**src/rtl/nib_alu_pkg.sv**
```systemverilog
package nib_alu_pkg;

    // Operation select encoding; the numeric values are part of the interface.
    typedef enum logic [2:0] {
        OP_ADD  = 3'b000,
        OP_ADIF = 3'b001,
        OP_AND  = 3'b010,
        OP_OR   = 3'b011,
        OP_XOR  = 3'b100,
        OP_NOTA = 3'b101,
        OP_NOTB = 3'b110,
        OP_MUL  = 3'b111
    } alu_op_e;

    localparam int OPSEL_W = 3;
    localparam int FLAG_W  = 3;

    // Packed MSB first: sgn is bit 2, ovf bit 1, zro bit 0.
    typedef struct packed {
        logic sgn;
        logic ovf;
        logic zro;
    } alu_flags_t;

    function automatic alu_flags_t flags_cleared();
        alu_flags_t f;
        f.sgn = 1'b0;
        f.ovf = 1'b0;
        f.zro = 1'b1;
        return f;
    endfunction

    function automatic alu_op_e decode_op(input logic [OPSEL_W-1:0] sel);
        return alu_op_e'(sel);
    endfunction

endpackage

```
**src/rtl/nib_alu_arith.sv**
```systemverilog
module nib_alu_arith #(
    parameter int OPW = 4
) (
    input  logic [OPW-1:0]   a,
    input  logic [OPW-1:0]   b,
    output logic [2*OPW-1:0] sum_ext,
    output logic             carry,
    output logic [2*OPW-1:0] mag_ext,
    output logic             a_lt_b,
    output logic [2*OPW-1:0] prod
);
    localparam int RW  = 2*OPW;
    localparam int PAD = RW - OPW - 1;

    logic [OPW:0]   sum_w;
    logic [OPW-1:0] mag_w;
    logic [RW-1:0]  a_w;
    logic [RW-1:0]  b_w;

    assign a_w = {{OPW{1'b0}}, a};
    assign b_w = {{OPW{1'b0}}, b};

    // Sum with one extra bit so the carry comes from the same evaluation.
    assign sum_w   = {1'b0, a} + {1'b0, b};
    assign carry   = sum_w[OPW];
    assign sum_ext = {{PAD{1'b0}}, sum_w};

    // Absolute difference: subtract the smaller operand from the larger.
    assign a_lt_b  = (a < b);
    assign mag_w   = a_lt_b ? (b - a) : (a - b);
    assign mag_ext = {{OPW{1'b0}}, mag_w};

    // Full-width unsigned product.
    assign prod    = a_w * b_w;
endmodule

```
**src/rtl/nib_alu_logic.sv**
```systemverilog
module nib_alu_logic #(
    parameter int OPW = 4
) (
    input  logic [OPW-1:0]   a,
    input  logic [OPW-1:0]   b,
    output logic [2*OPW-1:0] and_o,
    output logic [2*OPW-1:0] or_o,
    output logic [2*OPW-1:0] xor_o,
    output logic [2*OPW-1:0] nota_o,
    output logic [2*OPW-1:0] notb_o
);
    localparam int RW = 2*OPW;

    for (genvar i = 0; i < RW; i++) begin : g_bit
        if (i < OPW) begin : g_low
            assign and_o[i]  = a[i] & b[i];
            assign or_o[i]   = a[i] | b[i];
            assign xor_o[i]  = a[i] ^ b[i];
            assign nota_o[i] = ~a[i];
            assign notb_o[i] = ~b[i];
        end else begin : g_high
            // Upper half: operands are zero-extended and complements are masked.
            assign and_o[i]  = 1'b0;
            assign or_o[i]   = 1'b0;
            assign xor_o[i]  = 1'b0;
            assign nota_o[i] = 1'b0;
            assign notb_o[i] = 1'b0;
        end
    end
endmodule

```
**src/rtl/nib_alu_flags.sv**
```systemverilog
module nib_alu_flags
    import nib_alu_pkg::*;
#(
    parameter int RW = 8
) (
    input  alu_op_e          op,
    input  logic [RW-1:0]    result,
    input  logic             carry,
    input  logic             a_lt_b,
    output alu_flags_t       f
);
    always_comb begin
        f     = '0;
        f.sgn = (op == OP_ADIF) && a_lt_b;
        f.ovf = (op == OP_ADD)  && carry;
        f.zro = ~|result;
    end
endmodule

```
**src/rtl/nib_alu.sv**
```systemverilog
module nib_alu
    import nib_alu_pkg::*;
#(
    parameter int OPW     = 4,
    parameter bit REG_OUT = 1'b1
) (
    input  logic                clk,
    input  logic                rst,
    input  logic [OPW-1:0]      opa,
    input  logic [OPW-1:0]      opb,
    input  logic [OPSEL_W-1:0]  opsel,
    output logic [2*OPW-1:0]    res,
    output logic [FLAG_W-1:0]   flags
);
    localparam int RW = 2*OPW;

    alu_op_e      op;
    logic [RW-1:0] sum_ext, mag_ext, prod;
    logic [RW-1:0] and_v, or_v, xor_v, nota_v, notb_v;
    logic          carry, a_lt_b;
    logic [RW-1:0] res_c;
    alu_flags_t    flg_c;

    assign op = decode_op(opsel);

    nib_alu_arith #(.OPW(OPW)) arith_i (
        .a       (opa),
        .b       (opb),
        .sum_ext (sum_ext),
        .carry   (carry),
        .mag_ext (mag_ext),
        .a_lt_b  (a_lt_b),
        .prod    (prod)
    );

    nib_alu_logic #(.OPW(OPW)) logic_i (
        .a      (opa),
        .b      (opb),
        .and_o  (and_v),
        .or_o   (or_v),
        .xor_o  (xor_v),
        .nota_o (nota_v),
        .notb_o (notb_v)
    );

    always_comb begin
        res_c = '0;
        case (op)
            OP_ADD:  res_c = sum_ext;
            OP_ADIF: res_c = mag_ext;
            OP_AND:  res_c = and_v;
            OP_OR:   res_c = or_v;
            OP_XOR:  res_c = xor_v;
            OP_NOTA: res_c = nota_v;
            OP_NOTB: res_c = notb_v;
            OP_MUL:  res_c = prod;
            default: res_c = '0;
        endcase
    end

    nib_alu_flags #(.RW(RW)) flags_i (
        .op     (op),
        .result (res_c),
        .carry  (carry),
        .a_lt_b (a_lt_b),
        .f      (flg_c)
    );

    if (REG_OUT) begin : g_reg
        logic [RW-1:0] res_q;
        alu_flags_t    flg_q;

        always_ff @(posedge clk) begin
            if (rst) begin
                res_q <= '0;
                flg_q <= flags_cleared();
            end else begin
                res_q <= res_c;
                flg_q <= flg_c;
            end
        end

        assign res   = res_q;
        assign flags = flg_q;
    end else begin : g_comb
        assign res   = res_c;
        assign flags = flg_c;
    end
endmodule

```
**config.mk**
```make
export PLATFORM = sky130hd
export DESIGN_NAME = nib_alu
export DESIGN_NICKNAME = d
export VERILOG_FILES = /design/src/rtl/nib_alu_pkg.sv /design/src/rtl/nib_alu_arith.sv /design/src/rtl/nib_alu_logic.sv /design/src/rtl/nib_alu_flags.sv /design/src/rtl/nib_alu.sv
export SDC_FILE = /design/constraint.sdc
export NUM_CORES = 1
export LEC_CHECK = 0
export BUFFER_PORTS_ARGS = -buffer_cell sky130_fd_sc_hd__buf_2
export CORE_ASPECT_RATIO = 0.5
export CORE_MARGIN = 3
export CORE_UTILIZATION = 50
export CTS_CLUSTER_DIAMETER = 30
export DETAILED_ROUTE_END_ITERATION = 7
export PLACE_DENSITY_LB_ADDON = 0.05
export SLEW_MARGIN = 20
export SYNTH_ARGS = -nofsm -noshare
export SYNTH_HDL_FRONTEND = slang
export SYNTH_SLANG_ARGS = --single-unit
```
**constraint.sdc**
```tcl
create_clock -name clk -period 4.22 [get_ports clk]
set_clock_uncertainty 0.05 [all_clocks]
set_input_delay 0.844 -clock clk [delete_from_list [all_inputs] [get_ports clk]]
set_output_delay 0.844 -clock clk [all_outputs]
set_load 0.02 [all_outputs]
```
==> metrics.cfg, run 1 <==
[timing]
period_share=0.946
setup_viol=0
hold_viol_final=0
slew_violations=0
max_freq_ghz=0.250
rsz0062_at_grt=false
worstMarginPinSlew_ns=0.546
fin_crit_ns=3.99
tns_ns=0
relSlewSlack=0.635

[finish]
final_nets=265
layout-drive-gt1-share=0.235
num-fill-cells=230
syn2layout_area_growth_pct=19.0
stdcell_area_mm2=0.00180
instances_no_fill=254
diodes=0

[routing]
ant_nets=0
initialDrtViolationCount=100
route.detailed.drc=0
dr.pass1.iters=4
viasPerCell=5.30
wirelength_um=3720
wl_per_cell_um=14.6
vias=1345

[logic_synthesis]
synthTopCellsByArea=ha_1, dfxtp_1, fa_1
async_flop_share=0
syn_inst=184
ys_warn_count=0
synth_area_mm2=0.00151
seq_area_frac_synth=0.146
syn_area_per_cell_um2=8.21
synth_flop_cell=dfxtp_1
synth_area_leader_cell=ha_1
ys_types=44
ys_ff_latch=11
yosys-top-cells-count=ha_1, inv_1, nor2_1
synth-edff-count=0
synth_nets=231
synth_most_common_cell=ha_1
synth_top_cell_area_share=0.224

[global_route]
antenna_found_initial=0
grt_pass1_wl_um=5970
grt_pass1_vias=1235
grt.total_usage=0.203
overflow=0
grt_max_degree=18

[power]
cellPowerDensity_mw_per_mm2=228
p_int_mw=0.258
static-leakage-power_nw=0.946
pwr-share-comb=0.481
p_sw_frac=0.369
pwr-share-seq=0.274
peakVddDrop_mv=0.200
clockPowerShare=0.246
p_sw_mw=0.151

[floorplan]
initial_utilization=0.553
die_w_um=83.8
ios=24
die_h_um=44.9
coreArea_mm2=0.00273
fp-row-count=13
dieArea_mm2=0.00376

[clock_network]
numCtsBuffers=3
clk_pin_slew_worst_paths_ns=0.05
cts.root.buffer_cell=clkbuf_8
h-tree-depth=1
hold_buffers=0
cts.path.max_buffers=2
cts.sinks=11
tritoncts=yes

[placement]
dpl-instance-area_mm2=0.00173
dp_cells=250
io_buffers=23
gp_congestion=0.938
dp_hpwl_um=3120

[setup_path]
cp-end-kind=flop
cp.required_ns=4.30
crit_path_cell_trace=buf_2 -> nand2_1 -> fa_1 -> inv_1 -> fa_1 -> inv_1 -> fa_1 -> mux2i_1 -> a221oi_2 -> o22ai_2 -> a2111oi_2 -> nor3_1 -> o41ai_1
critPathLaunchType=input port
path_max_fanout=3
crit_family=adder cells
crit_top_cell=fa_1
worst_path_max_delay_cell=fa_1
path_buf_inv=3
slowest_delay_ns=0.55
worst-setup-path-type=in -> reg
arrival_ns=4.07

[run]
max-cap-violations=0

[hold_path]
min_path_type=in -> reg

[status]
status=complete, no violations

registers in the layout (all words and copies together), names as in the netlist:
register  cells
flags         3
res           8
what timing repair did:
| item | CTS | global route |
|---|---|---|
| gates resized for setup | 0 | 3 |
| setup endpoints to repair | 0 | 1 |
| setup buffers | 0 | 0 |
| hold endpoints to repair | 0 | 0 |
cells by family after synthesis:
group / count (synthesis) / synth area share
adder cells (fa/ha/maj): 34 / 0.316
AND/OR/NAND/NOR: 59 / 0.182
multiplexers: 10 / 0.0861
buffers and inverters: 33 / 0.0886
flip-flops: 11 / 0.146
AO/OA/AOI/OAI: 31 / 0.147
XOR/XNOR: 6 / 0.0348
cell type report:
class	instances	area, um^2	share of cell area
repair buffers	36	213	0.118
well taps	37	46.3	0.0257
multi-input cells	140	1180	0.654
flip-flops and latches	11	220	0.122
clock buffers	4	45.0	0.0251
inverters	26	97.6	0.0543
cells in the final DEF, fill, tap and decap left out, drive strengths merged, types with 7 or more instances in the layout:
cell   synthesis  final
inv           26     26
dfxtp         11     11
fa             7      7
buf            6     36
nor3           7      7
a21oi          7      7
ha            27     27
nor2          23     23
mux2i          7      7
nand2         15     15
metal layers:
metal / vias up / GRT usage / wire (um) / share of wire
met5: - / 0 / 0 / 0
met4: 0 / 0.0385 / 0 / 0
met3: 0 / 0.0328 / 246 / 0.066
met2: 34 / 0.291 / 1450 / 0.39
met1: 618 / 0.319 / 2020 / 0.54
li1: 693 / - / - / -
power groups by stage:
stage | combinational (mW) | sequential (mW) | clock [mW]
floorplan | 0.125 | 0.122 | 0
global placement | 0.188 | 0.114 | 0
detailed placement | 0.190 | 0.114 | 0
CTS | 0.191 | 0.112 | 0.104
global route | 0.216 | 0.112 | 0.112
finish | 0.197 | 0.112 | 0.101
through the flow:
| stage | power [mW] | setup WS [ns] | utilization | hold WS (ns) |
|---|---|---|---|---|
| 2_1_floorplan | 0.248 | 0.250 | - | 0.992 |
| 3_3_place_gp | 0.301 | 0.0256 | 0.635 | 1.07 |
| 3_5_place_dp | 0.304 | -0.0613 | 0.635 | 1.07 |
| 4_1_cts | 0.407 | 0.169 | 0.651 | 0.827 |
| 5_1_grt | 0.440 | 0.0325 | 0.658 | 0.837 |
| 6_report | 0.409 | 0.227 | 0.658 | 0.842 |
path summary, 6_finish.rpt:
path                   start                   to  slack [ns]  depth (start not counted)
worst max-delay path  opa[0]  flags[0]$_SDFF_PP1_        0.23                         13
worst min-delay path     rst    res[4]$_SDFF_PP0_        0.84                          2
Power figures use the tool's default switching activity.
==> run 2, diff against run 1 <==
--- a/config.mk
+++ b/config.mk
@@ -5,12 +5,14 @@
 export SDC_FILE = /design/constraint.sdc
 export NUM_CORES = 1
 export LEC_CHECK = 0
+export ABC_AREA = 1
 export BUFFER_PORTS_ARGS = -buffer_cell sky130_fd_sc_hd__buf_2
 export CORE_ASPECT_RATIO = 0.5
 export CORE_MARGIN = 3
 export CORE_UTILIZATION = 50
 export CTS_CLUSTER_DIAMETER = 30
 export DETAILED_ROUTE_END_ITERATION = 7
+export MAX_ROUTING_LAYER = met4
 export PLACE_DENSITY_LB_ADDON = 0.05
 export SLEW_MARGIN = 20
 export SYNTH_ARGS = -nofsm -noshare
==> run 2 against run 1 <==
Against the previous run:
- sequential power barely moved
- total power fell by 3.6%
- fmax rose by 14%
- die area rose by 4.0%
- via count rose by 12%
- final cell count rose by 18%
- combinational power fell by 7%
- cell area fell by 2.2%
- synthesized cell count rose by 30%
- non-clock buffer count fell by 13
- worst hold slack improved by 0.0053 ns
- largest cell class unchanged
==> metrics.cfg, run 2 <==
[floorplan]
die_h_um=45.7  ; was 44.9 um
fp-row-count=13  ; unchanged
dieArea_mm2=0.00391  ; was 0.00376 mm^2
initial_utilization=0.564  ; was 0.553
coreArea_mm2=0.00280  ; was 0.00273 mm^2
ios=24  ; unchanged
die_w_um=85.5  ; was 83.8 um

[clock_network]
h-tree-depth=1  ; unchanged
clk_pin_slew_worst_paths_ns=0.04  ; was 0.05 ns
tritoncts=yes  ; unchanged
cts_repair_resize_count=0  ; unchanged
cts.sinks=11  ; unchanged
cts.root.buffer_cell=clkbuf_8  ; unchanged
hold_buffers=0  ; unchanged
post_cts_buffers=0  ; unchanged
numCtsBuffers=3  ; unchanged
cts.path.max_buffers=2  ; unchanged

[logic_synthesis]
syn_inst=239  ; was 184
ys_warn_count=0  ; unchanged
synth_area_mm2=0.00158  ; was 0.00151 mm^2
ys_types=26  ; was 44
yosys-top-cells-count=nand2_1, inv_1, nor2_1  ; was ha_1, inv_1, nor2_1
synth_area_leader_cell=ha_1  ; unchanged
synth_nets=286  ; was 231
synth_most_common_cell=nand2_1  ; was ha_1
async_flop_share=0  ; unchanged
synthTopCellsByArea=ha_1, dfxtp_1, nand2_1  ; was ha_1, dfxtp_1, fa_1
synth_top_cell_area_share=0.214  ; was 0.224
synth-edff-count=0  ; unchanged
syn_area_per_cell_um2=6.61  ; was 8.21 um^2
ys_ff_latch=11  ; unchanged
synth_flop_cell=dfxtp_1  ; unchanged
seq_area_frac_synth=0.139  ; was 0.146

[placement]
dp_cells=296  ; was 250
gp_congestion=0.909  ; was 0.938
dp_hpwl_um=3170  ; was 3120 um
io_buffers=23  ; unchanged

[routing]
highest_layer=met4  ; was met3
initialDrtViolationCount=160  ; was 100
viasPerCell=5.01  ; was 5.30
wirelength_um=3750  ; was 3720 um
ant_nets=0  ; unchanged
wl_met1_um=1960  ; was 2020 um
route.detailed.drc=0  ; unchanged
dr.pass1.iters=4  ; unchanged
route.met3.wl_um=192  ; was 246 um
wl_per_cell_um=12.5  ; was 14.6 um
vias=1504  ; was 1,345
wl_met2_um=1590  ; was 1450 um

[finish]
mostFrequentLayoutCells=nand2_1, inv_1, nor2_1, ha_1, buf_2  ; was ha_1, inv_1, nor2_1, buf_2, nand2_1
layout-drive-gt1-share=0.152  ; was 0.235
instances_no_fill=300  ; was 254
num-fill-cells=290  ; was 230
syn2layout_area_growth_pct=11.4  ; was 19.0%
diodes=0  ; unchanged
seq_area_um2=220  ; unchanged
post-route-util=0.629  ; was 0.658
final_common_cell=nand2_1  ; was ha_1
final_nets=311  ; was 265
multiInputGateArea_mm2=0.00116  ; was 0.00118 mm^2
largest_register_ff_count=8  ; unchanged

[setup_path]
crit_path_cell_trace=buf_2 -> nand2_1 -> fa_1 -> inv_1 -> fa_1 -> inv_1 -> fa_1 -> nand3b_1 -> nand2_1 -> nand2_1 -> nand3_1 -> nand2_1 -> nor2_1 -> nand2_1 -> nor2_1 -> nand2_1 -> nand2_1  ; was buf_2 -> nand2_1 -> fa_1 -> inv_1 -> fa_1 -> inv_1 -> fa_1 -> mux2i_1 -> a221oi_2 -> o22ai_2 -> a2111oi_2 -> nor3_1 -> o41ai_1
crit_top_cell=nand2_1  ; was fa_1
crit_family=adder cells  ; unchanged
path_buf_inv=3  ; unchanged
arrival_ns=3.64  ; was 4.07 ns
critPathLaunchType=input port  ; unchanged
slowest_delay_ns=0.56  ; was 0.55 ns
worst-setup-path-type=in -> reg  ; unchanged
cp.required_ns=4.34  ; was 4.30 ns
cp-end-kind=flop  ; unchanged
worst_path_max_delay_cell=fa_1  ; unchanged
path_max_fanout=9  ; was 3

[power]
clockPowerShare=0.251  ; was 0.246
cellPowerDensity_mw_per_mm2=224  ; was 228 mW/mm^2
p_sw_frac=0.386  ; was 0.369
pwr-share-comb=0.466  ; was 0.481
peakVddDrop_mv=0.248  ; was 0.200 mV
static-leakage-power_nw=1.06  ; was 0.946 nW
p_int_mw=0.242  ; was 0.258 mW
pwr-share-seq=0.283  ; was 0.274
p_sw_mw=0.152  ; was 0.151 mW

[timing]
slew_violations=0  ; unchanged
worstMarginPinSlew_ns=0.511  ; was 0.546 ns
tns_ns=0  ; unchanged
relSlewSlack=0.657  ; was 0.635
period_share=0.833  ; was 0.946
fin_crit_ns=3.52  ; was 3.99 ns
rsz0062_at_grt=false  ; unchanged
hold_viol_final=0  ; unchanged
holdWs_ns=0.847  ; was 0.842 ns
setup_viol=0  ; unchanged
max_freq_ghz=0.284  ; was 0.250 GHz

[global_route]
overflow=0  ; unchanged
grt_pass1_vias=1317  ; was 1,235
grt_max_degree=11  ; was 18
antenna_found_initial=0  ; unchanged
grt_pass1_wl_um=6320  ; was 5970 um
grt.total_usage=0.213  ; was 0.203

[run]
max-cap-violations=0  ; unchanged

[status]
status=complete, no violations  ; unchanged

[hold_path]
min_path_type=in -> reg  ; unchanged

run 2: changes by cell type in the layout (fill, tap and decap cells not counted), moves of 3 or more:
cell,previous run,this run
nor3_1,6,3
nand2_1,15,57
inv_1,25,43
nor2_1,23,30
xor2_1,4,1
nand3_2,0,3
nand3b_1,1,4
o21ai_0,6,3
mux2i_1,7,0
inv_2,1,4
nand3_1,1,20
and3_1,3,0
buf_4,13,0
run 2: final timing paths:
| kind | slack [ns] | startpoint | cells past startpoint | to |
|---|---|---|---|---|
| max | 0.70 | opa[1] | 17 | flags[0]$_SDFF_PP1_ |
| min | 0.85 | rst | 2 | flags[1]$_SDFF_PP0_ |
run 2: power by group through the flow:
stage	logic, mW	clock network (mW)	registers, mW
detailed placement	0.182	0	0.114
CTS	0.183	0.101	0.112
finish	0.184	0.0988	0.112
floorplan	0.124	0	0.122
global route	0.209	0.104	0.112
global placement	0.178	0	0.114
run 2: layout make-up:
type	count	share of cell area
Sequential cell	11	0.125
Timing Repair Buffer	23	0.0654
Clock buffer	4	0.0256
Tap cell	37	0.0263
Multi-Input combinational cell	178	0.657
Inverter	47	0.100
run 2: per-stage QoR:
| step | instance area [um^2] | total power, mW | setup slack [ns] |
|---|---|---|---|
| 4_1_cts | 1760 | 0.395 | 0.702 |
| 3_5_place_dp | 1710 | 0.295 | 0.473 |
| 6_report | 1760 | 0.394 | 0.703 |
| 5_1_grt | 1760 | 0.426 | 0.425 |
| 3_3_place_gp | 1710 | 0.291 | 0.529 |
| 2_1_floorplan | 1580 | 0.246 | 0.877 |
run 2: kinds of logic (layout without fill, tap and decap cells):
logic type | count (synthesis) | count (layout) | synth area share
compound gates | 18 | 18 | 0.0729
simple gates | 124 | 124 | 0.345
fa+ha+maj | 34 | 34 | 0.303
xor+xnor | 2 | 2 | 0.0111
buf+inv | 50 | 74 | 0.128
flops | 11 | 11 | 0.139
run 2: metal layers:
layer | up-vias | global-route usage
met3 | 2 | 0.0162
li1 | 787 | -
met1 | 680 | 0.326
met4 | 0 | 0.0284
met5 | - | -
met2 | 35 | 0.312
==> run 3, diff against run 2 <==
==> constraint.sdc (replaced) <==
create_clock -name clk -period 3.65 [get_ports clk]
set_clock_uncertainty 0.05 [all_clocks]
set_input_delay 0.73 -clock clk [delete_from_list [all_inputs] [get_ports clk]]
set_output_delay 0.73 -clock clk [all_outputs]
set_load 0.02 [all_outputs]
==> run 3 against run 2 <==
Against the previous run:
- die area stayed put
- utilization is 0.54 points higher
- sequential cell count stayed put
- total power is 15% higher
- clock power is 17% higher
- combinational power is 14% higher
- critical path type unchanged
- critical endpoint unchanged
==> metrics.cfg, run 3 (synthesis results as in run 2) <==
[routing]
dr.pass1.iters=4  ; unchanged
vias=1504  ; unchanged
viasPerCell=4.98  ; was 5.01
initialDrtViolationCount=71  ; was 160
wirelength_um=3580  ; was 3750 um
wl_per_cell_um=11.9  ; was 12.5 um
route.detailed.drc=0  ; unchanged
ant_nets=0  ; unchanged

[clock_network]
tritoncts=yes  ; unchanged
cts.root.buffer_cell=clkbuf_8  ; unchanged
cts_repair_resize_count=0  ; unchanged
numCtsBuffers=3  ; unchanged
cts.path.max_buffers=2  ; unchanged
hold_buffers=0  ; unchanged
cts.sinks=11  ; unchanged
post_cts_buffers=0  ; unchanged
h-tree-depth=1  ; unchanged
clk_pin_slew_worst_paths_ns=0.05  ; was 0.04 ns

[timing]
slew_violations=0  ; unchanged
relSlewSlack=0.651  ; was 0.657
hold_viol_final=0  ; unchanged
setup_ws_ns=0.342  ; was 0.703 ns
worstMarginPinSlew_ns=0.519  ; was 0.511 ns
max_freq_ghz=0.302
period_share=0.906
rsz0062_at_grt=false  ; unchanged
fin_crit_ns=3.31
setup_viol=0  ; unchanged
tns_ns=0  ; unchanged

[global_route]
grt_pass1_wl_um=5950  ; was 6320 um
overflow=0  ; unchanged
grt_max_degree=11  ; unchanged
grt_pass1_vias=1307  ; was 1,317
grt.total_usage=0.201  ; was 0.213
antenna_found_initial=0  ; unchanged

[floorplan]
dieArea_mm2=0.00391  ; unchanged
fp-row-count=13  ; unchanged
initial_utilization=0.564  ; unchanged
coreArea_mm2=0.00280  ; unchanged
die_w_um=85.5  ; unchanged
ios=24  ; unchanged
die_h_um=45.7  ; unchanged

[hold_path]
min_path_type=in -> reg  ; unchanged

[finish]
final_common_cell=nand2_1  ; unchanged
final_nets=313  ; was 311
largest_register_ff_count=8  ; unchanged
syn2layout_area_growth_pct=12.4  ; was 11.4%
post-route-util=0.634  ; was 0.629
instances_no_fill=302  ; was 300
stdcell_area_mm2=0.00177  ; was 0.00176 mm^2
mostFrequentLayoutCells=nand2_1, inv_1, nor2_1, ha_1, buf_2  ; unchanged
layout-drive-gt1-share=0.158  ; was 0.152
diodes=0  ; unchanged

[power]
peakVddDrop_mv=0.235  ; was 0.248 mV
cellPowerDensity_mw_per_mm2=256  ; was 224 mW/mm^2
static-leakage-power_nw=1.07  ; was 1.06 nW

[placement]
dp_cells=298  ; was 296
dp_slack_ns=0.0981  ; was 0.473 ns
io_buffers=23  ; unchanged
gp_congestion=0.940  ; was 0.909
dp_hpwl_um=3070  ; was 3170 um
dpl-instance-area_mm2=0.00173  ; was 0.00171 mm^2

[setup_path]
cp-end-kind=flop  ; unchanged
arrival_ns=3.43  ; was 3.64 ns
critPathLaunchType=input port  ; unchanged
worst-setup-path-type=in -> reg  ; unchanged
path_max_fanout=6  ; was 9
cp.required_ns=3.77  ; was 4.34 ns

[run]
max-cap-violations=0  ; unchanged

[status]
status=complete, no violations  ; unchanged

[run 3: per-stage QoR]
step	total power [mW]	hold WS, ns
final	0.455	0.723
after global routing	0.491	0.754
after CTS	0.455	0.720
after detailed placement	0.339	0.959
after floorplan	0.284	0.861
after global placement	0.337	0.963
[run 3: final timing paths]
check             cells after the start                   to  startpoint  slack [ns]
setup / recovery                     17  flags[0]$_SDFF_PP1_      opa[0]        0.34
hold / removal                        2    res[5]$_SDFF_PP0_         rst        0.72
[run 3: routing by layer]
metal  part of all wire  up-vias  track usage
met5                  0        -            -
met4             0.0022        0       0.0284
met3              0.040        2       0.0162
met2               0.40       24        0.316
met1               0.56      680        0.291
li1                   -      798            -
[run 3: worst max-delay path, stage by stage]
cell	delay, ns
buf_2	0.14
nand2_1	0.09
fa_1	0.53
inv_1	0.05
fa_1	0.56
inv_1	0.06
fa_1	0.44
nand3b_1	0.18
nand2_1	0.08
nand2_1	0.05
nand3_1	0.12
nand2_1	0.07
nor2_1	0.08
nand2_1	0.05
nor2_1	0.10
nand2_1	0.06
nand2_1	0.05
[run 3: area by class of cell]
type	count	area [um^2]
timing repair buffer	25	130
multi-input combinational	178	1160
fill	273	1020
sequential	11	220
clock buffer	4	45.0
tap	37	46.3
inverter	47	176
[run 3: report_power, final]
group / switching, mW / internal (mW)
Clock: 0.0397 / 0.0762
Combinational: 0.133 / 0.0765
Sequential: 0.00140 / 0.128
Total: 0.174 / 0.281
